<file path="src/rtl/fir_pkg.sv">
package fir_pkg;
    typedef enum logic [2:0] {
        ST_IDLE,
        ST_ADDR,
        ST_MSTART,
        ST_MWAIT,
        ST_OUT
    } fir_state_t;
endpackage

</file>
<file path="src/rtl/fir_tc2sm.sv">
// Two's complement to sign-magnitude; the most negative code saturates.
module fir_tc2sm #(
    parameter int W = 8
) (
    input  logic [W-1:0] tc_i,
    output logic [W-1:0] sm_o
);
    logic [W-2:0] neg_mag;

    always_comb begin
        neg_mag = (~tc_i[W-2:0]) + {{(W-2){1'b0}}, 1'b1};
        if (!tc_i[W-1]) begin
            sm_o = tc_i;
        end else if (neg_mag == '0) begin
            sm_o = {1'b1, {(W-1){1'b1}}};
        end else begin
            sm_o = {1'b1, neg_mag};
        end
    end

    always_comb begin
        AST_NO_NEG_ZERO: assert (!(sm_o[W-1] && sm_o[W-2:0] == '0));
    end
endmodule

</file>
<file path="src/rtl/fir_sm2tc.sv">
// Sign-magnitude to two's complement; minus zero yields zero.
module fir_sm2tc #(
    parameter int W = 15
) (
    input  logic [W-1:0] sm_i,
    output logic [W-1:0] tc_o
);
    logic [W-1:0] mag;

    always_comb begin
        mag = {1'b0, sm_i[W-2:0]};
        if (sm_i[W-1] && (mag != '0)) begin
            tc_o = (~mag) + {{(W-1){1'b0}}, 1'b1};
        end else begin
            tc_o = mag;
        end
    end
endmodule

</file>
<file path="src/rtl/fir_addr_gen.sv">
// Circular sample address behind the base slot, and coefficient address.
module fir_addr_gen #(
    parameter int TAP_W = 4,
    parameter int SEL_W = 4
) (
    input  logic [TAP_W-1:0]       base_i,
    input  logic [TAP_W-1:0]       tap_i,
    input  logic [SEL_W-1:0]       sel_i,
    output logic [TAP_W-1:0]       ram_addr_o,
    output logic [SEL_W+TAP_W-1:0] rom_addr_o
);
    logic [TAP_W-1:0] back_off;

    always_comb begin
        back_off   = tap_i + {{(TAP_W-1){1'b0}}, 1'b1};
        ram_addr_o = base_i - back_off;
        rom_addr_o = {sel_i, tap_i};
    end
endmodule

</file>
<file path="src/rtl/fir_tap_engine.sv">
module fir_tap_engine
    import fir_pkg::*;
#(
    parameter int DATA_W = 8,
    parameter int TAPS   = 16,
    parameter int SEL_W  = 4
) (
    input  logic                                   clk,
    input  logic                                   rst_n,
    input  logic                                   start_i,
    input  logic [$clog2(TAPS)-1:0]                base_i,
    input  logic [SEL_W-1:0]                       filt_sel_i,
    output logic                                   busy_o,
    output logic [DATA_W-1:0]                      result_o,
    output logic [$clog2(TAPS)-1:0]                ram_addr_o,
    output logic [SEL_W+$clog2(TAPS)-1:0]          rom_addr_o,
    input  logic [DATA_W-1:0]                      ram_data_i,
    input  logic [DATA_W-1:0]                      rom_data_i,
    output logic                                   mul_start_o,
    input  logic                                   mul_busy_i,
    output logic [DATA_W-1:0]                      mul_a_o,
    output logic [DATA_W-1:0]                      mul_b_o,
    input  logic [2*DATA_W-2:0]                    mul_prod_i
);
    localparam int TAP_W  = $clog2(TAPS);
    localparam int PROD_W = 2 * DATA_W - 1;
    localparam logic [TAP_W-1:0] LAST_TAP = TAP_W'(TAPS - 1);

    fir_state_t        state_q, state_d;
    logic [TAP_W-1:0]  tap_q;
    logic [TAP_W-1:0]  base_q;
    logic [SEL_W-1:0]  sel_q;
    logic [PROD_W-1:0] acc_q;
    logic [PROD_W-1:0] prod_tc;
    logic [DATA_W-1:0] result_q;

    // Address generation
    fir_addr_gen #(
        .TAP_W (TAP_W),
        .SEL_W (SEL_W)
    ) u_addr (
        .base_i     (base_q),
        .tap_i      (tap_q),
        .sel_i      (sel_q),
        .ram_addr_o (ram_addr_o),
        .rom_addr_o (rom_addr_o)
    );

    // Sample into sign-magnitude for the multiplier
    fir_tc2sm #(.W(DATA_W)) u_smp_conv (
        .tc_i (ram_data_i),
        .sm_o (mul_b_o)
    );

    // Product back into two's complement
    fir_sm2tc #(.W(PROD_W)) u_prod_conv (
        .sm_i (mul_prod_i),
        .tc_o (prod_tc)
    );

    assign mul_a_o  = rom_data_i;
    assign result_o = result_q;

    // Next-state logic
    always_comb begin
        state_d = state_q;
        unique case (state_q)
            ST_IDLE:   if (start_i) state_d = ST_ADDR;
            ST_ADDR:   state_d = ST_MSTART;
            ST_MSTART: if (mul_busy_i) state_d = ST_MWAIT;
            ST_MWAIT: begin
                if (!mul_busy_i) begin
                    state_d = (tap_q == LAST_TAP) ? ST_OUT : ST_ADDR;
                end
            end
            ST_OUT:    state_d = ST_IDLE;
            default:   state_d = ST_IDLE;
        endcase
    end

    // State register
    always_ff @(posedge clk) begin
        if (!rst_n) begin
            state_q <= ST_IDLE;
        end else begin
            state_q <= state_d;
        end
    end

    // Outputs decoded from state
    always_comb begin
        busy_o      = (state_q != ST_IDLE);
        mul_start_o = (state_q == ST_MSTART);
    end

    // Datapath registers
    always_ff @(posedge clk) begin
        if (!rst_n) begin
            tap_q    <= '0;
            base_q   <= '0;
            sel_q    <= '0;
            acc_q    <= '0;
            result_q <= '0;
        end else begin
            unique case (state_q)
                ST_IDLE: begin
                    if (start_i) begin
                        base_q <= base_i;
                        sel_q  <= filt_sel_i;
                        tap_q  <= '0;
                        acc_q  <= '0;
                    end
                end
                ST_MWAIT: begin
                    if (!mul_busy_i) begin
                        acc_q <= acc_q + prod_tc;
                        if (tap_q != LAST_TAP) begin
                            tap_q <= tap_q + {{(TAP_W-1){1'b0}}, 1'b1};
                        end
                    end
                end
                ST_OUT: begin
                    result_q <= acc_q[PROD_W-1 -: DATA_W];
                end
                default: ;
            endcase
        end
    end

    // Assertions
    AST_START_WHILE_BUSY: assert property (@(posedge clk) disable iff (!rst_n)
        mul_start_o |-> busy_o);
    AST_BUSY_AFTER_START: assert property (@(posedge clk) disable iff (!rst_n)
        (!busy_o && start_i) |=> busy_o);
    AST_ADDR_HELD: assert property (@(posedge clk) disable iff (!rst_n)
        (mul_start_o && $past(mul_start_o)) |-> ($stable(ram_addr_o) && $stable(rom_addr_o)));
    AST_IDLE_RESULT_HOLD: assert property (@(posedge clk) disable iff (!rst_n)
        (!busy_o && $past(!busy_o)) |-> $stable(result_o));
    AST_OUT_THEN_IDLE: assert property (@(posedge clk) disable iff (!rst_n)
        (state_q == ST_OUT) |=> !busy_o);
endmodule

</file>
<file path="config.mk">
export PLATFORM = sky130hd
export DESIGN_NAME = fir_tap_engine
export DESIGN_NICKNAME = d
export VERILOG_FILES = /design/src/rtl/fir_pkg.sv /design/src/rtl/fir_tc2sm.sv /design/src/rtl/fir_sm2tc.sv /design/src/rtl/fir_addr_gen.sv /design/src/rtl/fir_tap_engine.sv
export SDC_FILE = /design/constraint.sdc
export NUM_CORES = 1
export LEC_CHECK = 0
export ABC_CLOCK_PERIOD_IN_PS = 2900
export BUFFER_PORTS_ARGS = -buffer_cell sky130_fd_sc_hd__buf_2
export CORE_MARGIN = 3
export CORE_UTILIZATION = 49
export CTS_BUF_LIST = sky130_fd_sc_hd__clkbuf_8
export DETAILED_ROUTE_END_ITERATION = 8
export PLACE_DENSITY = 0.79
export SLEW_MARGIN = 20
export SYNTH_ARGS = -nofsm -noshare
export SYNTH_HDL_FRONTEND = slang
export SYNTH_SLANG_ARGS = --single-unit
</file>
<file path="constraint.sdc">
create_clock -name clk -period 2.9 [get_ports clk]
set_input_delay 0 -clock clk [delete_from_list [all_inputs] [get_ports clk]]
set_output_delay 0 -clock clk [all_outputs]
set_load 0.02 [all_outputs]
</file>
# After elaboration in Yosys (flattened, before gate mapping)

Cells that the tools add are included.

Output and inout port bits: 38
Flip-flop bits (word level): 38
Bits of input ports: 43

Mux-type cells: 15
Add/subtract/negate cells: 5
Reductions and logical operators: 10
Equal/unequal tests: 10
Bitwise logic cells: 2

Operator list:

| operator                                      | count |
|---|---|
| two-way mux 15 bit                            | 3 |
| one-hot mux 15 bit (2 select lines)           | 1 |
| adder 15 x 1 -> 15 bit, second input constant | 1 |
| adder 15 bit                                  | 1 |
| NOT 14 -> 15 bit                              | 1 |
| nonzero test 14 bit                           | 1 |
| two-way mux 3 bit                             | 4 |
| two-way mux 4 bit                             | 3 |
| one-hot mux 3 bit (4 select lines)            | 1 |
| two-way mux 8 bit                             | 1 |
| one-hot mux 4 bit (2 select lines)            | 1 |
| adder 7 x 1 -> 7 bit, second input constant   | 1 |
| logical NOT 7 bit                             | 1 |
| two-way mux 7 bit                             | 1 |
| NOT 7 bit                                     | 1 |
| == test 3 x 2 -> 1 bit, second input constant | 2 |
| inequality test 2 bit, second input constant  | 3 |
| AND reduction 3 bit                           | 2 |
| adder 4 x 1 -> 4 bit, second input constant   | 1 |
| == test 4 bit, second input constant          | 1 |
| inequality test 4 bit, second input constant  | 1 |
| AND reduction 4 bit                           | 1 |
| subtractor 4 bit                              | 1 |
| == test 3 x 1 -> 1 bit, second input constant | 1 |
| 7 further kinds                               | 7 |

# Longest topological paths before layout

Word-level depth: 6
Depth in mapped cells: 15
Gate-level depth less buffers: 14

# Cells and area by module

A second synthesis with hierarchy kept.

Cell total of the unflattened synthesis: 385
Area, all modules: 3022.9 um^2

Modules (own cells, without submodules):

| module         | times used | area an instance (um^2) | cells an instance |
|---|---|---|---|
| fir_tap_engine | 1          | 2215.9                  | 271 |
| fir_sm2tc      | 1          | 364.1                   | 52 |
| fir_tc2sm      | 1          | 260.2                   | 39 |
| fir_addr_gen   | 1          | 182.7                   | 23 |

# Least setup slack after synthesis

Ideal clock, no wire load.

Kind: input -> register
Start point: input port mul_prod_i[0]
End point: register acc_q[14]
Data arrival time: 2918 ps
Stages on the path: 15
Library setup time: 72 ps
Slack: -90 ps
Required time: 2828 ps
Cells stage by stage: inv_1 -> ha_1 -> nor3b_1 -> nand2_2 -> o41ai_4 -> a31oi_1 -> xor2_1 -> ha_1 -> buf_4 -> nand3_1 -> o211ai_1 -> nand2_1 -> o41a_2 -> mux2i_1 -> mux2i_1

Word-level cells in the longest chain between the ends: 6

RTL lines:

| element                                                            | RTL line                         | source |
|---|---|---|
| start, declared                                                    | fir_tap_engine.sv:23             | `input logic [2*DATA_W-2:0] mul_prod_i` |
| NOT 14 -> 15 bit / nonzero test 14 bit (equally long branches)     | fir_sm2tc.sv:13, fir_sm2tc.sv:12 |  |
| adder 15 x 1 -> 15 bit / logical AND 1 bit (equally long branches) | fir_sm2tc.sv:13, fir_sm2tc.sv:12 |  |
| two-way mux 15 bit (*)                                             | fir_sm2tc.sv:12                  | `if (sm_i[W-1] && (mag != '0)) begin` |
| adder 15 bit (*)                                                   | fir_tap_engine.sv:116            | `acc_q <= acc_q + prod_tc;` |
| two-way mux 15 bit (*)                                             | fir_tap_engine.sv:115            | `if (!mul_busy_i) begin` |
| one-hot mux 15 bit (2 select lines) (*)                            | fir_tap_engine.sv:105            | `unique case (state_q)` |
| end signal, assigned                                               | fir_tap_engine.sv:116            |  |
| end, declared                                                      | fir_tap_engine.sv:33             | `logic [PROD_W-1:0] acc_q;` |

Mark *: on every way between the ends. The rest lies on a longest branch, timed or not. The select of a mux whose other input is x is not followed.
A chain may end at the register's enable or synchronous reset.

# Worst setup path after layout

Start point: input port mul_prod_i[1]
End point: register acc_q[10]

Same word-level chain as after synthesis.

==> results.py <==
metrics = {
    "run_status": {
        "status": "finished, final reports clean",
    },
    "yosys": {
        "synth_warnings": 0,
        "synth_edf_count": 0,
        "synth_commonest_cells": "nand2_1, dfxtp_1, o21ai_0",
        "syn_nets": 436,
        "yosysSeqAreaShare_pct": 26.4,
        "synth-main-ff-cell": "dfxtp_1",
        "ys_types": 47,
        "synthesis.area_um2": 2880,
        "yosysTopAreaCellShare_pct": 26.4,
        "postSynth.asyncResetShare_pct": 0,
        "syn_area_per_cell_um2": 7.79,
        "ys_ff_latch": 38,
        "synth.largest_area_cell": "dfxtp_1",
        "netlist_top_cells_area": "dfxtp_1, ha_1, nand2_1",
        "netlist_instances": 370,
        "yosysMostFrequentCell": "nand2_1",
    },
    "clock_network": {
        "clkLatencyLatePin_ps": 290,
        "clk_path_buf_depth": 2,
        "clk_pin_slew_ps": 70,
        "root_buffer": "clkbuf_8",
        "clock-sinks": 38,
        "htreeDepth": 2,
        "cts_tree": "yes",
        "cts_buffers": 5,
    },
    "setup_path": {
        "worstPathMaxFanout": 5,
        "crit_slowest_cell": "fa_1",
        "path_cells": "buf_2 > inv_2 > ha_4 > nor3b_2 > nand2_2 > o41ai_4 > mux2_2 > fa_1 > a21oi_1 > o211ai_1 > a31oi_1 > buf_4 > xor2_1 > o21ai_0",
        "critPathCaptureType": "flop",
        "r2r_end": "acc_q[10]$_SDFFE_PN0P_",
        "critPathLaunchType": "input port",
        "cp_num_buf_inv": 3,
        "cp_top_family": "compound AO/OA/AOI/OAI gates",
        "critical_path_class": "input port to flop",
        "r2r_setup_slack_ps": 820,
        "required_ps": 3070,
        "timing.rr.start": "acc_q[0]$_SDFFE_PN0P_",
        "slowest_delay_ps": 430,
        "worstPathArrival_ps": 2880,
        "ff2ff_path_depth": 8,
        "cp.depth": 14,
    },
    "timing": {
        "rsz0062_at_grt": "false",
        "worst_pin_slew_ps": 627,
        "finalSetupTns_ps": 0,
        "period_needed_ps": 2720,
        "fmax_mhz": 368,
        "maxSlewViolCount": 0,
        "slew-limit-headroom_pct": 58.1,
        "post-route-period-util_pct": 93.7,
        "hold_viol_final": 0,
        "setup_viol": 0,
        "clock_skew_ps": 10.2,
        "holdWs_ps": 0.00774,
    },
    "layout": {
        "fillCellCount": 516,
        "fin_cells": 524,
        "nets": 517,
        "num_antenna_cells": 0,
        "final_area_um2": 3540,
        "synthToLayoutAreaGrowth_pct": 22.8,
        "final_layout_size_suffix_gt1_share_pct": 23.2,
    },
    "min_path": {
        "holdPathStages": 0,
        "holdCritPathClass": "input port to output port",
        "min_to": "mul_a_o[2]",
        "min_from": "rom_data_i[2]",
    },
    "power_and_ir_drop": {
        "vdd_drop_max_mv": 0.332,
        "power_density_nw_per_um2": 359,
        "power.leakage_nw": 1.55,
    },
    "floorplan": {
        "core_um2": 5610,
        "die_x_um": 82.7,
        "start_util_pct": 51.4,
        "die_h_um": 82.7,
        "boundaryPins": 81,
        "die_area_um2": 6840,
        "num_rows": 27,
    },
    "drt": {
        "wire_per_inst_um": 12.7,
        "dr_total_vias": 2771,
        "dr.pass1.iters": 4,
        "remaining_drc_errors": 0,
        "ant_nets": 0,
        "via_per_inst": 5.29,
        "drtIter0Drc": 142,
        "routed_wl_um": 6660,
    },
    "placed_design": {
        "io_buffers": 64,
        "dpl_cell_area_um2": 3360,
        "gp_congestion": 0.923,
        "dp_cells": 508,
        "hpwlAfterDp_um": 5220,
    },
    "grt": {
        "grt_util_all_layers_pct": 20.1,
        "grt_pass1_vias": 2505,
        "antenna_found_initial": 0,
        "grt-ovfl-total": 0,
        "grt_pass1_wl_um": 10900,
        "grt_max_degree": 33,
    },
    "flow_run": {
        "maxCapViolCount": 0,
    },
}
==> timing repair <==
item	4_1_cts	5_1_grt
setup endpoints to repair	0	4
buffers inserted	0	0
hold buffers	8	0
resized for setup	0	1
endpoints found under the hold margin	8	0
==> per-stage QoR <==
step	utilization [%]	setup slack (ps)	total power [mW]
2_1_floorplan	-	18.1	0.803
3_3_place_gp	59.9	-67.5	0.894
3_5_place_dp	59.9	-127	0.905
4_1_cts	63.0	170	1.28
5_1_grt	63.1	2.58	1.34
6_report	63.1	184	1.27
==> power by group <==
| group | total, mW | internal, mW | switching (mW) |
|---|---|---|---|
| clock network | 0.365 | 0.188 | 0.177 |
| registers | 0.548 | 0.535 | 0.0133 |
| logic | 0.358 | 0.152 | 0.205 |
| total | 1.27 | 0.875 | 0.395 |
==> cells by family after synthesis <==
family | after synthesis | share of synthesized area, %
xor gates and xnor gates | 29 | 8.81
muxes | 3 | 1.09
buffers and inverters | 38 | 6.30
DFF | 38 | 26.4
and+or+nand+nor | 136 | 23.7
adders and majority gates | 23 | 10.5
AOI/OAI and AO/OA | 103 | 23.2
==> routing by layer <==
layer / global-route usage [%] / up-vias / share of wire (%) / routed length (um)
met4: 4.90 / 0 / 1.1 / 73
li1: - / 1444 / - / -
met2: 36.5 / 63 / 50 / 3330
met1: 24.1 / 1256 / 44 / 2950
met3: 4.23 / 8 / 4.6 / 304
met5: 0 / - / 0 / 0
==> flip-flops by register name, indices dropped and copies added, names as in the netlist <==
signal    flops
acc_q        15
tap_q         4
base_q        4
state_q       3
sel_q         4
result_o      8
==> worst max-delay path by stage <==
stage / from / endpoint / slack (ps)
finish: mul_prod_i[1] / acc_q[10]$_SDFFE_PN0P_ / 180
global route: mul_prod_i[3] / acc_q[11]$_SDFFE_PN0P_ / 3
CTS: mul_prod_i[1] / acc_q[10]$_SDFFE_PN0P_ / 170
detailed placement: mul_prod_i[1] / acc_q[10]$_SDFFE_PN0P_ / -130
global placement: mul_prod_i[1] / acc_q[13]$_SDFFE_PN0P_ / -70
floorplan: mul_prod_i[1] / acc_q[14]$_SDFFE_PN0P_ / 20
==> placed cells by master (no fill, tap or decap), types with 3 or more instances in the layout <==
cell type | netlist | layout
a21boi_0 | 21 | 21
a21o_1 | 7 | 7
a21oi_1 | 25 | 25
a31oi_1 | 5 | 5
and2_1 | 5 | 5
buf_2 | 1 | 64
buf_4 | 10 | 22
clkbuf_8 | 0 | 6
dfxtp_1 | 38 | 38
dlygate4sd3_1 | 0 | 8
ha_1 | 21 | 20
inv_1 | 18 | 17
nand2_1 | 63 | 63
nand2b_1 | 4 | 4
nand3_1 | 14 | 14
nor2_1 | 12 | 12
nor2b_1 | 7 | 7
nor3_1 | 10 | 10
nor4_1 | 3 | 3
o21a_1 | 5 | 5
o21ai_0 | 26 | 26
o21bai_1 | 3 | 3
or3_1 | 3 | 3
xnor2_1 | 16 | 16
xor2_1 | 13 | 13
==> cell type report <==
cell class	count	area, um2	area share, %
Multi-Input combinational cell	294	1960	55.5
Clock buffer	6	82.6	2.33
Tap cell	72	90.1	2.55
Clock inverter	2	8.76	0.248
Inverter	18	67.6	1.91
Sequential cell	38	761	21.5
Timing Repair Buffer	94	566	16.0
Note: power is estimated with default switching activity, not from simulation.
